**config.mk**
```make
export PLATFORM = sky130hd
export DESIGN_NAME = dma_evt_prio
export DESIGN_NICKNAME = d
export VERILOG_FILES = /design/src/rtl/dmaprio_pkg.sv /design/src/rtl/evt_capture.sv /design/src/rtl/prio_pick.sv /design/src/rtl/cfg_regs.sv /design/src/rtl/dma_evt_prio.sv
export SDC_FILE = /design/constraint.sdc
export NUM_CORES = 1
export LEC_CHECK = 0
export BUFFER_PORTS_ARGS = -buffer_cell sky130_fd_sc_hd__buf_2
export CORE_MARGIN = 2
export CORE_UTILIZATION = 62
export CTS_BUF_LIST = sky130_fd_sc_hd__clkbuf_2
export CTS_CLUSTER_DIAMETER = 50
export DETAILED_ROUTE_END_ITERATION = 16
export GPL_ROUTABILITY_DRIVEN = 0
export PLACE_DENSITY_LB_ADDON = 0.08
export SETUP_SLACK_MARGIN = 0.02
export SLEW_MARGIN = 20
export SYNTH_ARGS = -nofsm -noshare
export SYNTH_HDL_FRONTEND = slang
export SYNTH_SLANG_ARGS = --single-unit
```
**constraint.sdc**
```tcl
create_clock -name clk -period 8.43 [get_ports clk]
set_input_delay 1.686 -clock clk [delete_from_list [all_inputs] [get_ports clk]]
set_output_delay 1.686 -clock clk [all_outputs]
set_load 0.005 [all_outputs]
```
**src/rtl/dmaprio_pkg.sv**
```systemverilog
package dmaprio_pkg;
  localparam int unsigned RADDR_W = 3;
  localparam int unsigned NUM_QUEUES = 2;

  typedef enum logic [RADDR_W-1:0] {
    RA_ENABLE = 3'd0,
    RA_PEND   = 3'd1,
    RA_PCLR   = 3'd2,
    RA_MAP    = 3'd3,
    RA_QMAP   = 3'd4,
    RA_MISS   = 3'd5,
    RA_QMISS  = 3'd6,
    RA_QCLR   = 3'd7
  } reg_addr_e;
endpackage

```
**src/rtl/evt_capture.sv**
```systemverilog
module evt_capture #(
  parameter int unsigned N = 64
) (
  input  logic         clk,
  input  logic         rst_n,
  input  logic [N-1:0] new_evt,
  input  logic [N-1:0] clr_wr,
  input  logic [N-1:0] gnt,
  input  logic [N-1:0] miss_clr,
  output logic [N-1:0] pend,
  output logic [N-1:0] miss
);
  logic [N-1:0] pend_nxt, miss_nxt;
  logic         pend_en, miss_en;

  always_comb begin
    pend_nxt = (pend & ~clr_wr & ~gnt) | new_evt;
    miss_nxt = (miss & ~miss_clr) | (new_evt & pend & ~gnt);
    pend_en  = |(new_evt | clr_wr | gnt);
    miss_en  = |(miss_clr | (new_evt & pend));
  end

  always_ff @(posedge clk or negedge rst_n) begin
    if (!rst_n) begin
      pend <= '0;
      miss <= '0;
    end else begin
      if (pend_en) pend <= pend_nxt;
      if (miss_en) miss <= miss_nxt;
    end
  end

  p_one_grant_r11: assert property (@(posedge clk) disable iff (!rst_n)
    $onehot0(gnt));

  p_grant_clears_r8: assert property (@(posedge clk) disable iff (!rst_n)
    (gnt != '0) |=> ((pend & $past(gnt & ~new_evt)) == '0));

  p_relatch_r8: assert property (@(posedge clk) disable iff (!rst_n)
    ((gnt & new_evt) != '0) |=> ((pend & $past(gnt & new_evt)) == $past(gnt & new_evt)));

  p_miss_set_r9: assert property (@(posedge clk) disable iff (!rst_n)
    ((new_evt & pend & ~gnt) != '0) |=> (miss != '0));
endmodule

```
**src/rtl/prio_pick.sv**
```systemverilog
module prio_pick #(
  parameter int unsigned N  = 64,
  parameter int unsigned IW = (N > 1) ? $clog2(N) : 1
) (
  input  logic          clk,
  input  logic          rst_n,
  input  logic [N-1:0]  req,
  output logic          found,
  output logic [IW-1:0] idx,
  output logic [N-1:0]  onehot
);
  always_comb begin
    idx = '0;
    for (int i = N - 1; i >= 0; i--) begin
      if (req[i]) idx = IW'(i);
    end
    found  = |req;
    onehot = found ? (N'(1) << idx) : '0;
  end

  p_pick_valid_r4: assert property (@(posedge clk) disable iff (!rst_n)
    found |-> req[idx]);

  p_pick_lowest_r4: assert property (@(posedge clk) disable iff (!rst_n)
    found |-> ((req & ((N'(1) << idx) - N'(1))) == '0));
endmodule

```
**src/rtl/cfg_regs.sv**
```systemverilog
module cfg_regs
  import dmaprio_pkg::*;
#(
  parameter int unsigned N_DMA  = 64,
  parameter int unsigned N_QDMA = 8
) (
  input  logic               clk,
  input  logic               rst_n,
  input  logic               reg_wr,
  input  logic [RADDR_W-1:0] reg_addr,
  input  logic [N_DMA-1:0]   reg_wdata,
  output logic [N_DMA-1:0]   en,
  output logic [N_DMA-1:0]   map,
  output logic [N_QDMA-1:0]  qmap
);
  logic en_we, map_we, qmap_we;

  always_comb begin
    en_we   = reg_wr && (reg_addr == RA_ENABLE);
    map_we  = reg_wr && (reg_addr == RA_MAP);
    qmap_we = reg_wr && (reg_addr == RA_QMAP);
  end

  always_ff @(posedge clk or negedge rst_n) begin
    if (!rst_n) begin
      en   <= '0;
      map  <= '0;
      qmap <= '0;
    end else begin
      if (en_we)   en   <= reg_wdata;
      if (map_we)  map  <= reg_wdata;
      if (qmap_we) qmap <= reg_wdata[N_QDMA-1:0];
    end
  end
endmodule

```
**src/rtl/dma_evt_prio.sv**
```systemverilog
module dma_evt_prio
  import dmaprio_pkg::*;
#(
  parameter int unsigned N_DMA  = 64,
  parameter int unsigned N_QDMA = 8,
  localparam int unsigned CH_W  = $clog2(N_DMA),
  localparam int unsigned QI_W  = (N_QDMA > 1) ? $clog2(N_QDMA) : 1
) (
  input  logic                  clk,
  input  logic                  rst_n,
  input  logic [N_DMA-1:0]      ext_evt,
  input  logic [N_DMA-1:0]      chain_evt,
  input  logic [N_QDMA-1:0]     qdma_evt,
  input  logic                  reg_wr,
  input  logic [RADDR_W-1:0]    reg_addr,
  input  logic [N_DMA-1:0]      reg_wdata,
  input  logic [RADDR_W-1:0]    rd_addr,
  output logic [N_DMA-1:0]      rd_data,
  input  logic [NUM_QUEUES-1:0] q_full,
  output logic                  push_vld,
  output logic                  push_q,
  output logic [CH_W-1:0]       push_ch,
  output logic                  push_qdma
);
  logic [N_DMA-1:0]  en, map, d_pend, d_miss, d_new, d_clr, d_mclr, d_blk, d_req, d_hot, d_gnt;
  logic [N_QDMA-1:0] qmap, q_pend, q_miss, q_clr, q_mclr, q_blk, q_req, q_hot, q_gnt;
  logic [CH_W-1:0]   d_idx;
  logic [QI_W-1:0]   q_idx;
  logic              d_found, q_found;
  logic [N_DMA-1:0]  wr_ones;

  cfg_regs #(.N_DMA(N_DMA), .N_QDMA(N_QDMA)) u_cfg (
    .clk(clk), .rst_n(rst_n), .reg_wr(reg_wr), .reg_addr(reg_addr),
    .reg_wdata(reg_wdata), .en(en), .map(map), .qmap(qmap)
  );

  always_comb begin
    wr_ones = reg_wr ? reg_wdata : '0;
    d_new   = (ext_evt & en) | chain_evt | ((reg_addr == RA_PEND) ? wr_ones : '0);
    d_clr   = (reg_addr == RA_PCLR)  ? wr_ones : '0;
    d_mclr  = (reg_addr == RA_MISS)  ? wr_ones : '0;
    q_clr   = (reg_addr == RA_QCLR)  ? wr_ones[N_QDMA-1:0] : '0;
    q_mclr  = (reg_addr == RA_QMISS) ? wr_ones[N_QDMA-1:0] : '0;
  end

  // per-channel view of whether the mapped queue can take a push
  for (genvar i = 0; i < N_DMA; i++) begin : g_dblk
    assign d_blk[i] = q_full[map[i]];
  end
  for (genvar j = 0; j < N_QDMA; j++) begin : g_qblk
    assign q_blk[j] = q_full[qmap[j]];
  end

  assign d_req = d_pend & ~d_blk;
  assign q_req = q_pend & ~q_blk;

  prio_pick #(.N(N_DMA), .IW(CH_W)) u_dpick (
    .clk(clk), .rst_n(rst_n), .req(d_req), .found(d_found), .idx(d_idx), .onehot(d_hot)
  );
  prio_pick #(.N(N_QDMA), .IW(QI_W)) u_qpick (
    .clk(clk), .rst_n(rst_n), .req(q_req), .found(q_found), .idx(q_idx), .onehot(q_hot)
  );

  always_comb begin
    d_gnt     = d_hot;
    q_gnt     = d_found ? '0 : q_hot;
    push_vld  = d_found | q_found;
    push_qdma = !d_found && q_found;
    push_ch   = d_found ? d_idx : CH_W'(q_idx);
    push_q    = d_found ? map[d_idx] : qmap[q_idx];
  end

  evt_capture #(.N(N_DMA)) u_dcap (
    .clk(clk), .rst_n(rst_n), .new_evt(d_new), .clr_wr(d_clr), .gnt(d_gnt),
    .miss_clr(d_mclr), .pend(d_pend), .miss(d_miss)
  );
  evt_capture #(.N(N_QDMA)) u_qcap (
    .clk(clk), .rst_n(rst_n), .new_evt(qdma_evt), .clr_wr(q_clr), .gnt(q_gnt),
    .miss_clr(q_mclr), .pend(q_pend), .miss(q_miss)
  );

  always_comb begin
    unique case (rd_addr)
      RA_ENABLE: rd_data = en;
      RA_PEND:   rd_data = d_pend;
      RA_PCLR:   rd_data = N_DMA'(q_pend);
      RA_MAP:    rd_data = map;
      RA_QMAP:   rd_data = N_DMA'(qmap);
      RA_MISS:   rd_data = d_miss;
      RA_QMISS:  rd_data = N_DMA'(q_miss);
      default:   rd_data = '0;
    endcase
  end

  p_push_room_r7: assert property (@(posedge clk) disable iff (!rst_n)
    push_vld |-> !q_full[push_q]);

  p_dma_first_r5: assert property (@(posedge clk) disable iff (!rst_n)
    (push_vld && push_qdma) |-> (d_gnt == '0));

  p_push_pending_r4: assert property (@(posedge clk) disable iff (!rst_n)
    (push_vld && !push_qdma) |-> d_pend[push_ch]);
endmodule

```
After elaboration in Yosys (flattened, before gate mapping)
Cells that the tools add are included.

Flip-flop bits (word level): 280. Input port bits: 211. Word-level logic and storage cells: 375. Output and inout port bits: 73.

Bitwise operators: 34. Order comparisons: 74. Reductions and logical operators: 13. Equality and inequality tests: 13. Mux-type cells: 232. Shift operators: 2.

Operators by type and width (number): bitwise AND 64 bit (7); OR 64 bit (7); one-hot mux 64 bit (7 select lines) (1); 2-to-1 mux 6 bit (65); 2-to-1 mux 64 bit (5); NOT 64 bit (4); OR reduction 64 bit (3); 2-to-1 mux 1 bit (147); < comparator 1 x 2 -> 1 bit (second input constant) (72); left shift 1 x 6 -> 64 bit (first input constant) (1); bitwise AND 8 bit (6); OR 8 bit (5); 2-to-1 mux 8 bit (4); NOT 8 bit (4); 2-to-1 mux 3 bit (8); OR reduction 8 bit (3); equality test 3 bit (second input constant) (7); equality test 3 x 2 -> 1 bit (second input constant) (4); left shift 1 x 3 -> 8 bit (first input constant) (1); < comparator 6 x 7 -> 1 bit (second input constant) (1); binary-select mux 1 bit (select 6 bit) (1); equality test 3 x 1 -> 1 bit (second input constant) (2); zero test 3 bit (2); logical AND 1 bit (4); 4 further kinds (4).

Logic depth before layout (Yosys ltp)
Word-level depth: 73. Gate-level depth with buffers: 18. Depth with buffers taken out: 13.

Hierarchy
From an unflattened synthesis, not the netlist that was laid out.

Cell total of the unflattened synthesis: 1935. Area total of the unflattened synthesis: 17855.9 µm².

Modules (own cells, without submodules): cfg_regs (area an instance 5416.4 µm², times used 1, cells an instance 290, seq. area each 3403.3 µm²); dma_evt_prio (area an instance 5161.2 µm², times used 1, cells an instance 857, seq. area each 0.0 µm²); evt_capture at u_dcap (area an instance 4879.7 µm², times used 1, cells an instance 448, seq. area each 3203.1 µm²); prio_pick at u_dpick (area an instance 1651.6 µm², times used 1, cells an instance 259, seq. area each 0.0 µm²); evt_capture at u_qcap (area an instance 605.6 µm², times used 1, cells an instance 56, seq. area each 400.4 µm²); prio_pick at u_qpick (area an instance 141.4 µm², times used 1, cells an instance 25, seq. area each 0.0 µm²).

Worst setup path before layout
OpenSTA, ideal clock, no wires.

Path type: input to output. Start: input q_full[0]. End: output push_q. Buffers on the path: 3. Required time: 6744 ps. Slack: 2299 ps. Arrival: 4445 ps. Stages: 15. Cells stage by stage: buf_6 > buf_6 > mux2i_4 > nand2_1 > a32o_1 > a21oi_2 > o2111ai_2 > a211oi_4 > nor2_2 > buf_6 > mux2i_1 > a221o_1 > o211a_1 > a311o_1 > o2111ai_1.

Longest elaborated chain between the ends: 71. Elaborated cells between the ends (all ways): 226. Classes of those cells: 221 x mux; 4 x bitwise; 1 x reduce/logical.

Ends and longest elaborated chain: start, declared (RTL line dma_evt_prio.sv:19) `input logic [NUM_QUEUES-1:0] q_full,`; 2-to-1 mux 1 bit (not written as such) (2 in series) (RTL line dma_evt_prio.sv:48) `assign d_blk[i] = q_full[map[i]];`; NOT 64 bit (RTL line dma_evt_prio.sv:54) `assign d_req = d_pend & ~d_blk;`; bitwise AND 64 bit (RTL line dma_evt_prio.sv:54); 2-to-1 mux 6 bit (64 in series) (RTL line prio_pick.sv:15) `if (req[i]) idx = IW'(i);`; binary-select mux 1 bit (select 6 bit) (RTL line dma_evt_prio.sv:70) `push_q = d_found ? map[d_idx] : qmap[q_idx];`; 2-to-1 mux 1 bit (not written as such) (RTL line dma_evt_prio.sv:70); 2-to-1 mux 1 bit (*) (RTL line dma_evt_prio.sv:70); end, declared (RTL line dma_evt_prio.sv:21) `output logic push_q,`.

Mark *: on every way between the ends. The rest lies on a longest branch, timed or not. The select of a mux whose other input is x is not followed.

Worst setup path in the final report
Start: input q_full[1]. End: output push_q.

The elaborated chain is that of the path after synthesis.

==> flow_summary_export.csv <==
group,metric,value,unit
drt,antenna_left,0,
pwr,power_frac_clock,0.260,
sta,hold_viol,0,
pwr,vdd_drop_max,0.1233,mV
drt,drtIter0Drc,1900,
pwr,intPower,2.352,mW
logic_synthesis,synth.cell_area,16650,sq um
floorplanning,dieArea,28180,sq um
sta,setup_viol,0,
global_routing,antenna_found_initial,3,
clock_tree,cts_buffers,75,
place,portBuffers,283,
global_routing,grt_pass1_vias,15880,
global_routing,gr-usage-met1,0.5266,
clock_tree,cts_resized,0,
logic_synthesis,ys_seq_area_frac,0.4208,
pwr,power_density,196.4,nW/um^2
sta,slew_headroom,0.1635,
global_routing,grt_pass1_wl,85940,um
drt,drc_errors,0,
min_path,hp-class,"reg -> reg",
logic_synthesis,avgSynthCellArea,9.245,sq um
floorplanning,die_x,167.9,um
logic_synthesis,synth_edf_count,0,
clock_tree,clockBufferDepth,3,
drt,num_vias,16460,
drt,viasPerCell,6.720,
pwr,p_leak,8.312,nW
pwr,power_switching_share,0.3628,
clock_tree,cts_max_level,3,
logic_synthesis,synth_warnings,0,
floorplanning,start_util,0.6353,
global_routing,grt_use_total,0.3828,
worst_setup_path,cp-start-kind,"primary input",
sta,tightest_slew,1.255,ns
run,max-cap-violations,0,
clock_tree,clk_latency,0.91,ns
clock_tree,hold_buffers,0,
drt,wire_per_inst,22.11,um
sta,worst_slack,0.6915,ns
layout,syn2layout_area_growth,12.90,%
worst_setup_path,arrival,6.05,ns
layout,drive_gt1_frac,0.2817,
clock_tree,cts.sinks,280,
global_routing,use_met2,0.5940,
clock_tree,cts_tree,"done",
clock_tree,clkTransAtPathRegs,0.09,ns
global_routing,grt_busiest_layer,"met2",
logic_synthesis,synth_nets,2012,
worst_setup_path,crit_type,"in -> out",
run_status,status,"completed",
floorplanning,row_count,59,
worst_setup_path,worstSetupEndpointType,"output port",
logic_synthesis,ys.flop_type,"dfrtp_1",
sta,skew,0.08430,ns
pwr,comb_power_share,0.272,
floorplanning,fp.coreArea,26210,sq um
sta,setup-tns-final,0,ns
logic_synthesis,synth_cells,1801,
layout,final_nets,2279,
clock_tree,root_buffer,"clkbuf_2",
logic_synthesis,ys_ff_latch,280,
global_routing,use_met3,0.07522,
worst_setup_path,required,6.74,ns
sta,fin_crit_sh,0.9180,
pwr,power_switching,1.340,mW
logic_synthesis,synthDistinctLibCells,80,
sta,finalMaxSlewViolations,0,
sta,period_minus_slack,7.739,ns
worst_setup_path,crit_fanout,59,
drt,routed_wl,54150,um
drt,drt-pass1-iter-count,7,
place,hpwl,37370,um
floorplanning,die_h,167.9,um
layout,fill_cells,2094,
sta,fmax,129.2,MHz
global_routing,grt-ovfl-total,0,
place,dp_slack,0.8068,ns
sta,rsz0062_at_grt,"no",
global_routing,grt_start_max_net_pins,166,
logic_synthesis,async_flop_share,1.000,
floorplanning,pin_count,284,
clock_tree,post_cts_buffers,0,
pwr,p_seq_frac,0.468,
## sequential cells by signal, indices dropped and copies added, names as in the netlist
name,cells
u_cfg.en,64
u_cfg.map,64
u_cfg.qmap,8
u_dcap.miss,64
u_dcap.pend,64
u_qcap.miss,8
u_qcap.pend,8
## power by group through the flow
stage	combinational, mW	clock, mW	sequential (mW)
2_1_floorplan	0.685	0	1.65
3_3_place_gp	0.951	0	1.74
3_5_place_dp	0.981	0	1.75
4_1_cts	0.986	0.971	1.72
5_1_grt	1.09	1.05	1.75
6_report	1.00	0.959	1.73
## per-stage QoR
step	total power [mW]	area (sq um)	utilization	cells	hold slack (ns)
after CTS	3.675	18790	0.7171	2447	0.5156
after detailed placement	2.726	18140	0.6921	2326	0.4955
after floorplan	2.337	16650	-	1801	0.4683
final	3.692	18800	0.7173	2449	0.5139
after global routing	3.883	18800	0.7172	2448	0.5426
after global placement	2.691	18140	0.6921	2326	0.4835
## cells in the mapped netlist, types with 15 or more instances
cell type | number | area (sq um)
mux2_2 | 140 | 1577
dfrtp_1 | 280 | 7007
nand2_1 | 231 | 867.1
a21o_1 | 59 | 442.9
a21oi_1 | 32 | 160.2
inv_1 | 31 | 116.4
nand2b_1 | 15 | 93.84
o21ai_1 | 31 | 155.2
nand3_1 | 33 | 165.2
a22oi_1 | 138 | 1036
mux2i_1 | 74 | 740.7
clkbuf_1 | 83 | 311.6
nor2_1 | 108 | 405.4
o211ai_1 | 19 | 142.6
a31oi_1 | 60 | 375.4
o21ai_0 | 272 | 1361
## worst paths after layout
check	endpoint	depth (start not counted)	slack (ns)	from
worst max-delay path	push_q	14	0.69	q_full[1]
worst min-delay path	u_dcap.miss[54]	2	0.51	u_dcap.miss[54]
worst max register to register	u_dcap.miss[43]	10	4.30	u_cfg.map[45]
worst min register to register	u_dcap.miss[54]	2	0.51	u_dcap.miss[54]
max in group asynchronous	u_cfg.map[41]	2	6.11	rst_n
min in group asynchronous	u_qcap.pend[4]	1	0.85	rst_n
## cells by family (layout without fill, tap and decap cells)
| kind of cell | after synthesis | count (layout) | share of synthesized area |
|---|---|---|---|
| buffers and inverters | 146 | 457 | 0.04111 |
| flip-flops | 280 | 280 | 0.4208 |
| multiplexers | 220 | 220 | 0.1473 |
| AO/OA/AOI/OAI | 699 | 699 | 0.2711 |
| AND/OR/NAND/NOR | 456 | 456 | 0.1197 |
| other | 0 | 2 | 0 |
## layout by cell type (no fill, tap or decap), types with 5 or more instances in the layout
cell	instances
o21ai_1	31
a21o_1	59
nor2b_1	10
clkbuf_2	107
nand3b_1	5
nand2_1	231
mux2_2	140
a22o_1	7
mux2i_1	74
a22oi_1	138
and2_1	10
a21oi_1	32
clkinv_1	5
nor3_1	8
a221oi_1	11
o21ai_0	271
a211oi_1	8
dfrtp_1	280
a31oi_1	60
buf_2	281
o211ai_1	19
nand2b_1	15
inv_1	31
nor2_1	108
or3_1	5
and3_1	8
o2111ai_1	6
buf_4	21
nand3_1	33
## layout make-up
cell class	instances	area (sq um)	share of cell area
flip-flops and latches	280	7007	0.3727
repair buffers	304	1599	0.08506
diodes	2	5.005	0.0002662
multi-input cells	1375	8991	0.4783
clock buffers	107	535.5	0.02849
inverters	32	120.1	0.006390
clock inverters	14	121.4	0.006456
well taps	335	419.2	0.02230
## worst max-delay path, cell delays in order
cell and delay, ns:
buf_2 0.83, buf_4 0.41, nor2_1 0.11, a22o_1 0.22
o311a_1 0.34, o2111ai_2 0.22, a211oi_4 0.14, o31ai_4 0.68
mux2i_1 0.16, a221o_1 0.32, o211a_1 0.23, a311o_1 0.33
o2111ai_1 0.16, buf_2 0.19
## routing by layer
layer | share of wire | wire (um) | vias up
met4 | 0.039 | 2098 | 4
li1 | - | - | 7281
met2 | 0.46 | 24750 | 1089
met3 | 0.11 | 5742 | 174
met5 | 0.00042 | 23 | -
met1 | 0.40 | 21540 | 7909
(Power assumes the default switching activity.)
